`config.mk`:
```
export PLATFORM = sky130hd
export DESIGN_NAME = rtc_bcd_clock
export DESIGN_NICKNAME = d
export VERILOG_FILES = /design/src/rtl/rtc_pkg.sv /design/src/rtl/rtc_prescale.sv /design/src/rtl/rtc_calendar.sv /design/src/rtl/rtc_store.sv /design/src/rtl/rtc_bcd_clock.sv
export SDC_FILE = /design/constraint.sdc
export NUM_CORES = 2
export LEC_CHECK = 0
export CAP_MARGIN = 20
export CORE_MARGIN = 8
export CORE_UTILIZATION = 60
export DETAILED_ROUTE_END_ITERATION = 8
export GPL_TIMING_DRIVEN = 0
export PLACE_DENSITY = 0.76
export SETUP_SLACK_MARGIN = 0.1
export SLEW_MARGIN = 20
export SYNTH_ARGS = -nofsm -noshare
export SYNTH_HDL_FRONTEND = slang
export SYNTH_HIERARCHICAL = 1
export SYNTH_SLANG_ARGS = --single-unit
```
`constraint.sdc`:
```
create_clock -name clk_i -period 6.3 [get_ports clk_i]
set_input_delay 0.945 -clock clk_i [delete_from_list [all_inputs] [get_ports clk_i]]
set_output_delay 0.945 -clock clk_i [all_outputs]
set_load 0.02 [all_outputs]
```
`src/rtl/rtc_pkg.sv`:
```
package rtc_pkg;

  typedef struct packed {
    logic       stop;
    logic [6:0] sec;
    logic [6:0] min;
    logic [5:0] hour;
    logic [2:0] dow;
    logic [1:0] cent;
    logic [5:0] date;
    logic [4:0] mon;
    logic [7:0] year;
  } rtc_time_t;

  localparam rtc_time_t RTC_RESET = '{stop: 1'b0, sec: 7'h00, min: 7'h00, hour: 6'h00,
                                      dow: 3'd1, cent: 2'd0, date: 6'h01, mon: 5'h01,
                                      year: 8'h00};

  localparam logic [2:0] IDX_CTRL = 3'd0;
  localparam logic [2:0] IDX_SEC  = 3'd1;
  localparam logic [2:0] IDX_MIN  = 3'd2;
  localparam logic [2:0] IDX_HOUR = 3'd3;
  localparam logic [2:0] IDX_DOW  = 3'd4;
  localparam logic [2:0] IDX_DATE = 3'd5;
  localparam logic [2:0] IDX_MON  = 3'd6;
  localparam logic [2:0] IDX_YEAR = 3'd7;

  function automatic logic [7:0] bcd_inc(input logic [7:0] v);
    if (v[3:0] == 4'd9) bcd_inc = {v[7:4] + 4'd1, 4'd0};
    else                bcd_inc = v + 8'd1;
  endfunction

  // multiple of four in BCD: even tens -> units 0/4/8, odd tens -> units 2/6
  function automatic logic leap_year(input logic [7:0] y);
    if (y[4]) leap_year = (y[3:0] == 4'd2) || (y[3:0] == 4'd6);
    else      leap_year = (y[3:0] == 4'd0) || (y[3:0] == 4'd4) || (y[3:0] == 4'd8);
  endfunction

  function automatic logic [5:0] last_date(input logic [4:0] m, input logic leap);
    case (m)
      5'h02:                      last_date = leap ? 6'h29 : 6'h28;
      5'h04, 5'h06, 5'h09, 5'h11: last_date = 6'h30;
      default:                    last_date = 6'h31;
    endcase
  endfunction

  function automatic logic [7:0] field_rd(input rtc_time_t t, input logic [2:0] idx);
    case (idx)
      IDX_SEC:  field_rd = {t.stop, t.sec};
      IDX_MIN:  field_rd = {1'b0, t.min};
      IDX_HOUR: field_rd = {2'b0, t.hour};
      IDX_DOW:  field_rd = {2'b0, t.cent, 1'b0, t.dow};
      IDX_DATE: field_rd = {2'b0, t.date};
      IDX_MON:  field_rd = {3'b0, t.mon};
      IDX_YEAR: field_rd = t.year;
      default:  field_rd = 8'h00;
    endcase
  endfunction

  function automatic rtc_time_t field_wr(input rtc_time_t t, input logic [2:0] idx,
                                         input logic [7:0] d);
    field_wr = t;
    case (idx)
      IDX_SEC:  begin field_wr.stop = d[7]; field_wr.sec = d[6:0]; end
      IDX_MIN:  field_wr.min  = d[6:0];
      IDX_HOUR: field_wr.hour = d[5:0];
      IDX_DOW:  begin field_wr.cent = d[5:4]; field_wr.dow = d[2:0]; end
      IDX_DATE: field_wr.date = d[5:0];
      IDX_MON:  field_wr.mon  = d[4:0];
      IDX_YEAR: field_wr.year = d;
      default:  ;
    endcase
  endfunction

endpackage

```
`src/rtl/rtc_prescale.sv`:
```
module rtc_prescale #(
  parameter int unsigned TICKS_PER_SEC = 32768,
  parameter int unsigned CAL_SECS      = 64
) (
  input  logic       clk_i,
  input  logic       rst_ni,
  input  logic       tick_i,
  input  logic       run_i,
  input  logic       clr_i,
  input  logic [5:0] cal_i,
  output logic       sec_o
);
  localparam int unsigned PRE_W = $clog2(TICKS_PER_SEC + 32);
  localparam int unsigned WIN_W = (CAL_SECS > 1) ? $clog2(CAL_SECS) : 1;
  localparam logic [PRE_W-1:0] BASE     = PRE_W'(TICKS_PER_SEC);
  localparam logic [WIN_W-1:0] WIN_LAST = WIN_W'(CAL_SECS - 1);

  logic [PRE_W-1:0] pre_q, div, trim;
  logic [WIN_W-1:0] win_q;

  assign trim = PRE_W'(cal_i[4:0]);

  always_comb begin
    div = BASE;
    if (win_q == WIN_LAST) div = cal_i[5] ? (BASE - trim) : (BASE + trim);
  end

  // >= keeps a trim change mid-second from skipping the wrap
  assign sec_o = run_i & tick_i & (pre_q >= div - PRE_W'(1));

  always_ff @(posedge clk_i or negedge rst_ni) begin
    if (!rst_ni) begin
      pre_q <= '0;
      win_q <= '0;
    end else if (clr_i) begin
      pre_q <= '0;
      win_q <= '0;
    end else if (run_i && tick_i) begin
      if (sec_o) begin
        pre_q <= '0;
        win_q <= (win_q == WIN_LAST) ? '0 : win_q + WIN_W'(1);
      end else begin
        pre_q <= pre_q + PRE_W'(1);
      end
    end
  end

endmodule

```
`src/rtl/rtc_calendar.sv`:
```
module rtc_calendar
  import rtc_pkg::*;
(
  input  logic      clk_i,
  input  logic      rst_ni,
  input  logic      step_i,
  input  logic      load_i,
  input  rtc_time_t load_val_i,
  output rtc_time_t cnt_o
);
  rtc_time_t cnt_q, nxt;

  always_comb begin
    nxt = cnt_q;
    if (step_i) begin
      if (cnt_q.sec < 7'h59) nxt.sec = 7'(bcd_inc({1'b0, cnt_q.sec}));
      else begin
        nxt.sec = 7'h00;
        if (cnt_q.min < 7'h59) nxt.min = 7'(bcd_inc({1'b0, cnt_q.min}));
        else begin
          nxt.min = 7'h00;
          if (cnt_q.hour < 6'h23) nxt.hour = 6'(bcd_inc({2'b0, cnt_q.hour}));
          else begin
            nxt.hour = 6'h00;
            nxt.dow  = (cnt_q.dow >= 3'd7) ? 3'd1 : cnt_q.dow + 3'd1;
            if (cnt_q.date < last_date(cnt_q.mon, leap_year(cnt_q.year)))
              nxt.date = 6'(bcd_inc({2'b0, cnt_q.date}));
            else begin
              nxt.date = 6'h01;
              if (cnt_q.mon < 5'h12) nxt.mon = 5'(bcd_inc({3'b0, cnt_q.mon}));
              else begin
                nxt.mon = 5'h01;
                if (cnt_q.year != 8'h99) nxt.year = bcd_inc(cnt_q.year);
                else begin
                  nxt.year = 8'h00;
                  nxt.cent = cnt_q.cent + 2'd1;
                end
              end
            end
          end
        end
      end
    end
  end

  always_ff @(posedge clk_i or negedge rst_ni) begin
    if (!rst_ni)     cnt_q <= RTC_RESET;
    else if (load_i) cnt_q <= load_val_i;
    else             cnt_q <= nxt;
  end

  assign cnt_o = cnt_q;

endmodule

```
`src/rtl/rtc_store.sv`:
```
module rtc_store #(
  parameter int unsigned AW = 8
) (
  input  logic          clk_i,
  input  logic          we_i,
  input  logic [AW-1:0] addr_i,
  input  logic [7:0]    wdata_i,
  output logic [7:0]    rdata_o
);
  localparam int unsigned DEPTH = 1 << AW;

  logic [7:0] mem_q [DEPTH];

  always_ff @(posedge clk_i) begin
    if (we_i) mem_q[addr_i] <= wdata_i;
  end

  assign rdata_o = mem_q[addr_i];

endmodule

```
`src/rtl/rtc_bcd_clock.sv`:
```
module rtc_bcd_clock
  import rtc_pkg::*;
#(
  parameter int unsigned ADDR_W        = 13,
  parameter int unsigned STORE_AW      = 8,
  parameter int unsigned TICKS_PER_SEC = 32768,
  parameter int unsigned CAL_SECS      = 64
) (
  input  logic              clk_i,
  input  logic              rst_ni,
  input  logic              tick_i,
  input  logic              req_i,
  input  logic              we_i,
  input  logic [ADDR_W-1:0] addr_i,
  input  logic [7:0]        wdata_i,
  output logic [7:0]        rdata_o
);
  logic       clk_sel, wr, rd, ctrl_wr, fld_wr, load, sec_step;
  logic [2:0] idx;
  logic [7:0] ctrl_q, clk_byte, mem_rd;
  rtc_time_t  cnt, shd_q;

  assign clk_sel = &addr_i[ADDR_W-1:3];
  assign idx     = addr_i[2:0];
  assign wr      = req_i & we_i;
  assign rd      = req_i & ~we_i;
  assign ctrl_wr = wr & clk_sel & (idx == IDX_CTRL);
  assign fld_wr  = wr & clk_sel & (idx != IDX_CTRL) & ctrl_q[7];
  assign load    = ctrl_wr & ctrl_q[7] & ~wdata_i[7];

  always_ff @(posedge clk_i or negedge rst_ni) begin
    if (!rst_ni)      ctrl_q <= 8'h00;
    else if (ctrl_wr) ctrl_q <= wdata_i;
  end

  // user-visible copy: tracks counters unless frozen by read or write bit
  always_ff @(posedge clk_i or negedge rst_ni) begin
    if (!rst_ni)                        shd_q <= RTC_RESET;
    else if (fld_wr)                    shd_q <= field_wr(shd_q, idx, wdata_i);
    else if (!ctrl_q[7] && !ctrl_q[6])  shd_q <= cnt;
  end

  rtc_prescale #(
    .TICKS_PER_SEC(TICKS_PER_SEC),
    .CAL_SECS     (CAL_SECS)
  ) i_prescale (
    .clk_i (clk_i),
    .rst_ni(rst_ni),
    .tick_i(tick_i),
    .run_i (~cnt.stop),
    .clr_i (load),
    .cal_i (ctrl_q[5:0]),
    .sec_o (sec_step)
  );

  rtc_calendar i_calendar (
    .clk_i     (clk_i),
    .rst_ni    (rst_ni),
    .step_i    (sec_step),
    .load_i    (load),
    .load_val_i(shd_q),
    .cnt_o     (cnt)
  );

  rtc_store #(.AW(STORE_AW)) i_store (
    .clk_i  (clk_i),
    .we_i   (wr & ~clk_sel),
    .addr_i (addr_i[STORE_AW-1:0]),
    .wdata_i(wdata_i),
    .rdata_o(mem_rd)
  );

  assign clk_byte = (idx == IDX_CTRL) ? ctrl_q : field_rd(shd_q, idx);

  always_ff @(posedge clk_i or negedge rst_ni) begin
    if (!rst_ni) rdata_o <= 8'h00;
    else if (rd) rdata_o <= clk_sel ? clk_byte : mem_rd;
  end

endmodule

```
* After elaboration in Yosys (flattened, before gate mapping)
Memory sizes are Yosys's and may differ from the RTL's. Cells that the tools add are included.
Operators by class: eq/ne operators 37, $lt $le $gt $ge 7, add/subtract/negate cells 19, reductions and logical operators 29, bitwise gates (word level) 15, muxes and demuxes 57
Operators with widths (count):
- 45-bit two-way mux | 2
- 44-bit two-way mux | 2
- 6-bit two-way mux | 14
- 16-bit two-way mux | 5
- 8-bit two-way mux | 7
- 8-bit case mux with 7 select lines | 1
- 37-bit two-way mux | 1
- 7-bit two-way mux | 5
- 30-bit two-way mux | 1
- 4-bit equality test, second input constant | 7
- 2-bit by 1-bit != test with 1-bit output, second input constant | 13
- 24-bit two-way mux | 1
- 5-bit two-way mux | 4
- 6-bit by 1-bit adder with 6-bit output, second input constant | 3
- 2-bit AND reduction | 9
- 16-bit by 1-bit adder with 16-bit output, second input constant | 1
- 16-bit by 5-bit adder with 16-bit output, first input constant | 1
- 16-bit >= comparator | 1
- 16-bit by 1-bit subtractor with 16-bit output, second input constant | 1
- 16-bit by 5-bit subtractor with 16-bit output, first input constant | 1
- 7-bit by 1-bit adder with 7-bit output, second input constant | 2
- 7-bit less-than comparator, second input constant | 2
- 13-bit two-way mux | 1
- 3-bit equality test, second input constant | 4
- 40 further kinds | 75
Word-level totals: output and inout port bits 8, input bits 26, word-level logic and storage cells 187, memories 1, register bits 128, RAM bits 2048
Memories:
- i_store.mem_q | depth 256, width 8, read ports 1, clocked after memory_dff 0, write ports 1, line rtc_store.sv:12 | logic [7:0] mem_q [DEPTH];

* Depth between registers and ports, before layout
word-level depth 21, mapped depth 22

* Hierarchy
The synthesis kept the hierarchy.
Modules (own cells, without submodules):
- rtc_store | area an instance 78332.6 um^2, times used 1, cells each 3539
- rtc_bcd_clock | area an instance 3638.5 um^2, times used 1, cells each 280
- rtc_calendar | area an instance 3198.1 um^2, times used 1, cells each 369
- rtc_prescale | area an instance 1949.4 um^2, times used 1, cells each 218

* Worst setup path before layout
Ideal clock, no wire load.
kind register to register, from register ctrl_q[0], to register i_calendar.cnt_q (netlist bit i_calendar/cnt_o[6]), stages on the path, launching flop included 22, buffers on the path 4, required time 6162 ps, setup slack 1460 ps, setup time 138 ps, arrival time 4703 ps, cells stage by stage dfrtp_1 inv_1 ha_1 nor3b_1 ha_1 o21ai_0 a21oi_1 nor3_2 a21oi_1 ha_1 and4_4 nand3_2 or4_1 buf_2 a21oi_4 buf_8 clkbuf_1 a41o_1 nand2_1 buf_2 o41ai_1 o21ai_0
On the way: longest elaborated chain between the ends 8
Ends and longest elaborated chain:
- start, declared | line rtc_bcd_clock.sv:20 | logic [7:0] ctrl_q, clk_byte, mem_rd;
- start signal, assigned | line rtc_bcd_clock.sv:33 | else if (ctrl_wr) ctrl_q <= wdata_i;
- 16-bit by 5-bit adder with 16-bit output / 16-bit by 5-bit subtractor with 16-bit output (equally long branches) | line rtc_prescale.sv:25 | if (win_q == WIN_LAST) div = cal_i[5] ? (BASE - trim) : (BASE + trim);
- 16-bit two-way mux * (2 in series) | line rtc_prescale.sv:25
- 16-bit by 1-bit subtractor with 16-bit output * | line rtc_prescale.sv:29 | assign sec_o = run_i & tick_i & (pre_q >= div - PRE_W'(1));
- 16-bit >= comparator * | line rtc_prescale.sv:29
- 1-bit AND * | line rtc_prescale.sv:29
- net sec_step | line rtc_bcd_clock.sv:18 | logic clk_sel, wr, rd, ctrl_wr, fld_wr, load, sec_step;
- 2-bit nonzero test (no line) *
- 6-bit AND reduction (no line) *
- end signal, assigned | line rtc_calendar.sv:48 | else if (load_i) cnt_q <= load_val_i;
- end signal, assigned | line rtc_calendar.sv:49 | else cnt_q <= nxt;
- end, declared | line rtc_calendar.sv:11 | rtc_time_t cnt_q, nxt;
Mark *: on every way through the listed nets, which the timed path passes. The rest lies on a longest branch. A chain may end at the register's enable or synchronous reset.

* Worst setup path after layout
from input port addr_i[3], to register rdata_o[4]
On the way: longest elaborated chain between the ends 2
Ends and longest elaborated chain:
- start, declared | line rtc_bcd_clock.sv:14 | input logic [ADDR_W-1:0] addr_i,
- memory 256 x 8 bit
- net mem_rd[4] | line rtc_bcd_clock.sv:20
- 8-bit two-way mux | line rtc_bcd_clock.sv:77 | else if (rd) rdata_o <= clk_sel ? clk_byte : mem_rd;
- end signal, assigned | line rtc_bcd_clock.sv:77
- end, declared | line rtc_bcd_clock.sv:16 | output logic [7:0] rdata_o
The timed path passes the listed nets, and every way through them passes these cells.

==> summary.txt <==
Floorplanning
  – Effective utilization at floorplan: 0.601
  – Io pins: 34
  – Die extent in x: 397 um
  – Cell row count: 140
  – Standard cell core area: 145000 um2
  – Die area: approximately 160000 um2
  – Die span in y: 397 um

Worst hold path
  – Path class of the lowest-slack min-delay path: in2reg
  – Destination of the worst hold path: i_store/mem_q[223][3]
  – Hold Path Cell Cnt: 1
  – Worst min-delay path startpoint: wdata_i[3]

Yosys
  – Post-synth net total: around 4500
  – Post-synthesis cell count: 4406
  – Share of synthesized registers carrying an async set or reset: 0.0588
  – Main flop type after synthesis: edfxtp_1
  – Share of the yosys chip area belonging to registers: 0.743
  – Mean post-synth cell area: 19.8 um2
  – Syn Std Cell Area: 87100 um2
  – FF+latch count, synth: approximately 2200
  – Synth Warn #: 6
  – EDFF count, synth: 2048
  – Number of distinct library cells after synthesis: 85

CTS
  – Clock Tree Buf Depth: 3
  – Library cell used as clock root buffer: clkbuf_16
  – CTS tree: done
  – Reg clk slew, reported paths: roughly 0.060 ns
  – CTS sink count: between 2000 and 2500
  – H-Tree Depth: 4
  – Clock buffer count from CTS: between 200 and 250
  – Insertion delay to the later sink of the worst-skew pair: 0.84 ns

Global routing
  – Via count of the first global-routing pass: 46500
  – Gr usage total: 0.296
  – Overflow left after global routing: 0
  – Maximum number of pins on one net before global-route repair: 129
  – First-pass GRT wire length: 334000 um
  – Antenna violations before repair: 13

Routing
  – Number of antenna-violating nets in the routed design: 0
  – Vias per cell: 7.06
  – 1st-pass router iterations: 8
  – Wire length reported by the detailed router: 236000 um
  – Via count: 47800
  – Drt drc: 0
  – Per-cell routed wire length: 34.8 um
  – Initial DRC Count: 7866

Final layout
  – Highest-count cells in the layout ignoring fill and taps: edfxtp_1 (2048), mux4_2 (514), nor2_1 (283), a22oi_1 (266), clkbuf_16 (204)
  – Number of filler cells placed in the layout: 8862
  – Area growth from synthesis to layout: 11.9%
  – Most common library cell in the layout ignoring fill and taps: edfxtp_1
  – Layout cells sized above 1: 0.234
  – Number of nets at the end of the flow: roughly 4700

Timing
  – Worst max-slew margin expressed relative to the limit: 0.119
  – Max Transition Viols Final: 0
  – Final Worst Setup Slack: 0.416 ns
  – Clock skew after layout: 0.0190 ns
  – Clock period minus final worst setup slack: 5.88 ns
  – Final clock period utilization by the worst path: 0.934
  – Hold violation count in the final report: 0
  – Worst slack on hold paths: 0.504 ns
  – Setup repair after global routing missed its margin: no
  – Achievable frequency: 170 MHz
  – Setup_tns: 0 ns
  – Final-report setup violation count: 0
  – Least-Margin Pin Slew: 1.30 ns

Power and ir drop
  – PwrDens: 302 nW/um2
  – Leakage power figure: 0.0308 uW
  – Maximum vdd drop: 252 uV

Placed design
  – HPWL reported at the end of detailed placement: around 150000 um
  – DP Worst Slack: -0.00771 ns
  – Quantity of I/O buffers inserted on ports: 32
  – Placer Congestion: 0.949

Setup path
  – Data required time of the critical path: around 7.0 ns
  – CP Max Fanout: 10
  – Critical-path cell list: clkdlybuf4s50_1 -> clkbuf_1 -> nor2b_1 -> clkbuf_1 -> buf_2 -> clkbuf_1 -> a22oi_1 -> a21oi_1 -> o41ai_1 -> nand4_1 -> o21ai_0 -> o21ai_0
  – Worst reg2reg endpoint: i_calendar/cnt_o[6]
  – Slack of the worst reg-to-reg path: 0.47 ns
  – Longest individual stage delay on the worst path: about 1.2 ns
  – Endpoint kind of the worst setup timing path: flop
  – Element type at the critical path start: primary input
  – Critical-path cell with the highest stage delay: o41ai_1
  – Most common cell type on the critical path: clkbuf_1
  – Worst Reg2Reg Path Length in Cells: 20
  – Startpoint-to-endpoint class of the critical path: in2reg
  – Worst setup path startpoint: addr_i[3]
  – Crit path DAT: between 6 and 7 ns
  – R2R Path Start: ctrl_q[0]

Job
  – MaxCap Viol Count: 0

Run status
  – Status: complete, no violations
[power by group]
part	total, uW	internal, uW	switching, uW
Combinational	1550	514	1040
Sequential	15900	15800	34.9
Clock	12100	6780	5280
[flip-flops by register name (all words and copies together) (netlist names)]
name              count
i_store/mem_q      2048
ctrl_q                8
i_calendar/cnt_o     45
shd_q                45
rdata_o               8
i_prescale/pre_q     16
i_prescale/win_q      6
[cell type report]
class | instances | area, um2 | area share
repair buffers | 69 | 1310 | 0.0134
clock buffers | 253 | 5300 | 0.0543
flip-flops and latches | 2176 | 64700 | 0.664
plain buffers | 273 | 1360 | 0.0139
multi-input cells | 1929 | 21100 | 0.217
well taps | 1917 | 2400 | 0.0246
diodes | 12 | 30.0 | 0.000308
clock inverters | 114 | 1170 | 0.0120
inverters | 28 | 105 | 0.00108
[worst max path at each step]
stage                           end  slack [ns]  cells after the start
6_report                 rdata_o[4]        0.42                     12
5_1_grt        i_calendar/cnt_o[12]        0.20                     21
3_5_place_dp             rdata_o[3]      -0.008                     11
4_1_cts        i_calendar/cnt_o[12]        0.39                     21
2_1_floorplan   i_calendar/cnt_o[6]        1.46                     21
3_3_place_gp    i_calendar/cnt_o[1]       -5.36                      8
[kinds of logic after synthesis]
logic type,after synthesis,share of synthesized area
AOI/OAI and AO/OA,622,0.0498
xor gates and xnor gates,29,0.00292
adders and majority gates,39,0.00560
buffers and inverters,301,0.0165
DFF,2176,0.743
muxes,644,0.149
and+or+nand+nor,595,0.0330
[per-layer routing]
metal  wire, um  vias to the layer above  share of wire  track usage
li1           -                    18900              -            -
met5        102                        -        0.00043            0
met3      32000                      695           0.14       0.0866
met2     109000                     3725           0.46        0.453
met4      13600                       16          0.058        0.143
met1      81200                    24500           0.34        0.397
[critical path, delay by kind of cell]
| kind | cells | cell delay [ns] |
|---|---|---|
| buffers and inverters | 5 | 2.80 |
| AO/OA/AOI/OAI | 5 | 2.14 |
| AND/OR/NAND/NOR | 2 | 0.69 |
[per-stage QoR]
step	instance area, um2	instances	total power (uW)	utilization
2_1_floorplan	87100	4406	16900	-
3_3_place_gp	89800	6355	17800	0.620
3_5_place_dp	91000	6391	17700	0.628
4_1_cts	97500	6759	29600	0.673
5_1_grt	97500	6759	30200	0.673
6_report	97500	6771	29500	0.673
[timing repair]
action                                  CTS  global route
hold buffers                              1             0
resized for setup                         0             2
buffers inserted                          0             0
hold endpoints to repair                 34             0
endpoints found under the setup margin    0             8
[synthesized netlist by cell type (28+ instances only)]
| master | number | area (um2) |
|---|---|---|
| nand2_1 | 84 | 315 |
| a22oi_1 | 266 | 2000 |
| nor3_1 | 50 | 250 |
| a21oi_1 | 181 | 906 |
| ha_1 | 39 | 488 |
| inv_1 | 28 | 105 |
| nand3_1 | 32 | 160 |
| clkbuf_1 | 163 | 612 |
| mux4_2 | 514 | 11600 |
| o21ai_0 | 46 | 230 |
| dfrtp_1 | 122 | 3050 |
| o41ai_1 | 34 | 298 |
| nor2_1 | 283 | 1060 |
| mux2_2 | 96 | 1080 |
| edfxtp_1 | 2048 | 61500 |
| buf_2 | 44 | 220 |
(Power assumes the default switching activity.)
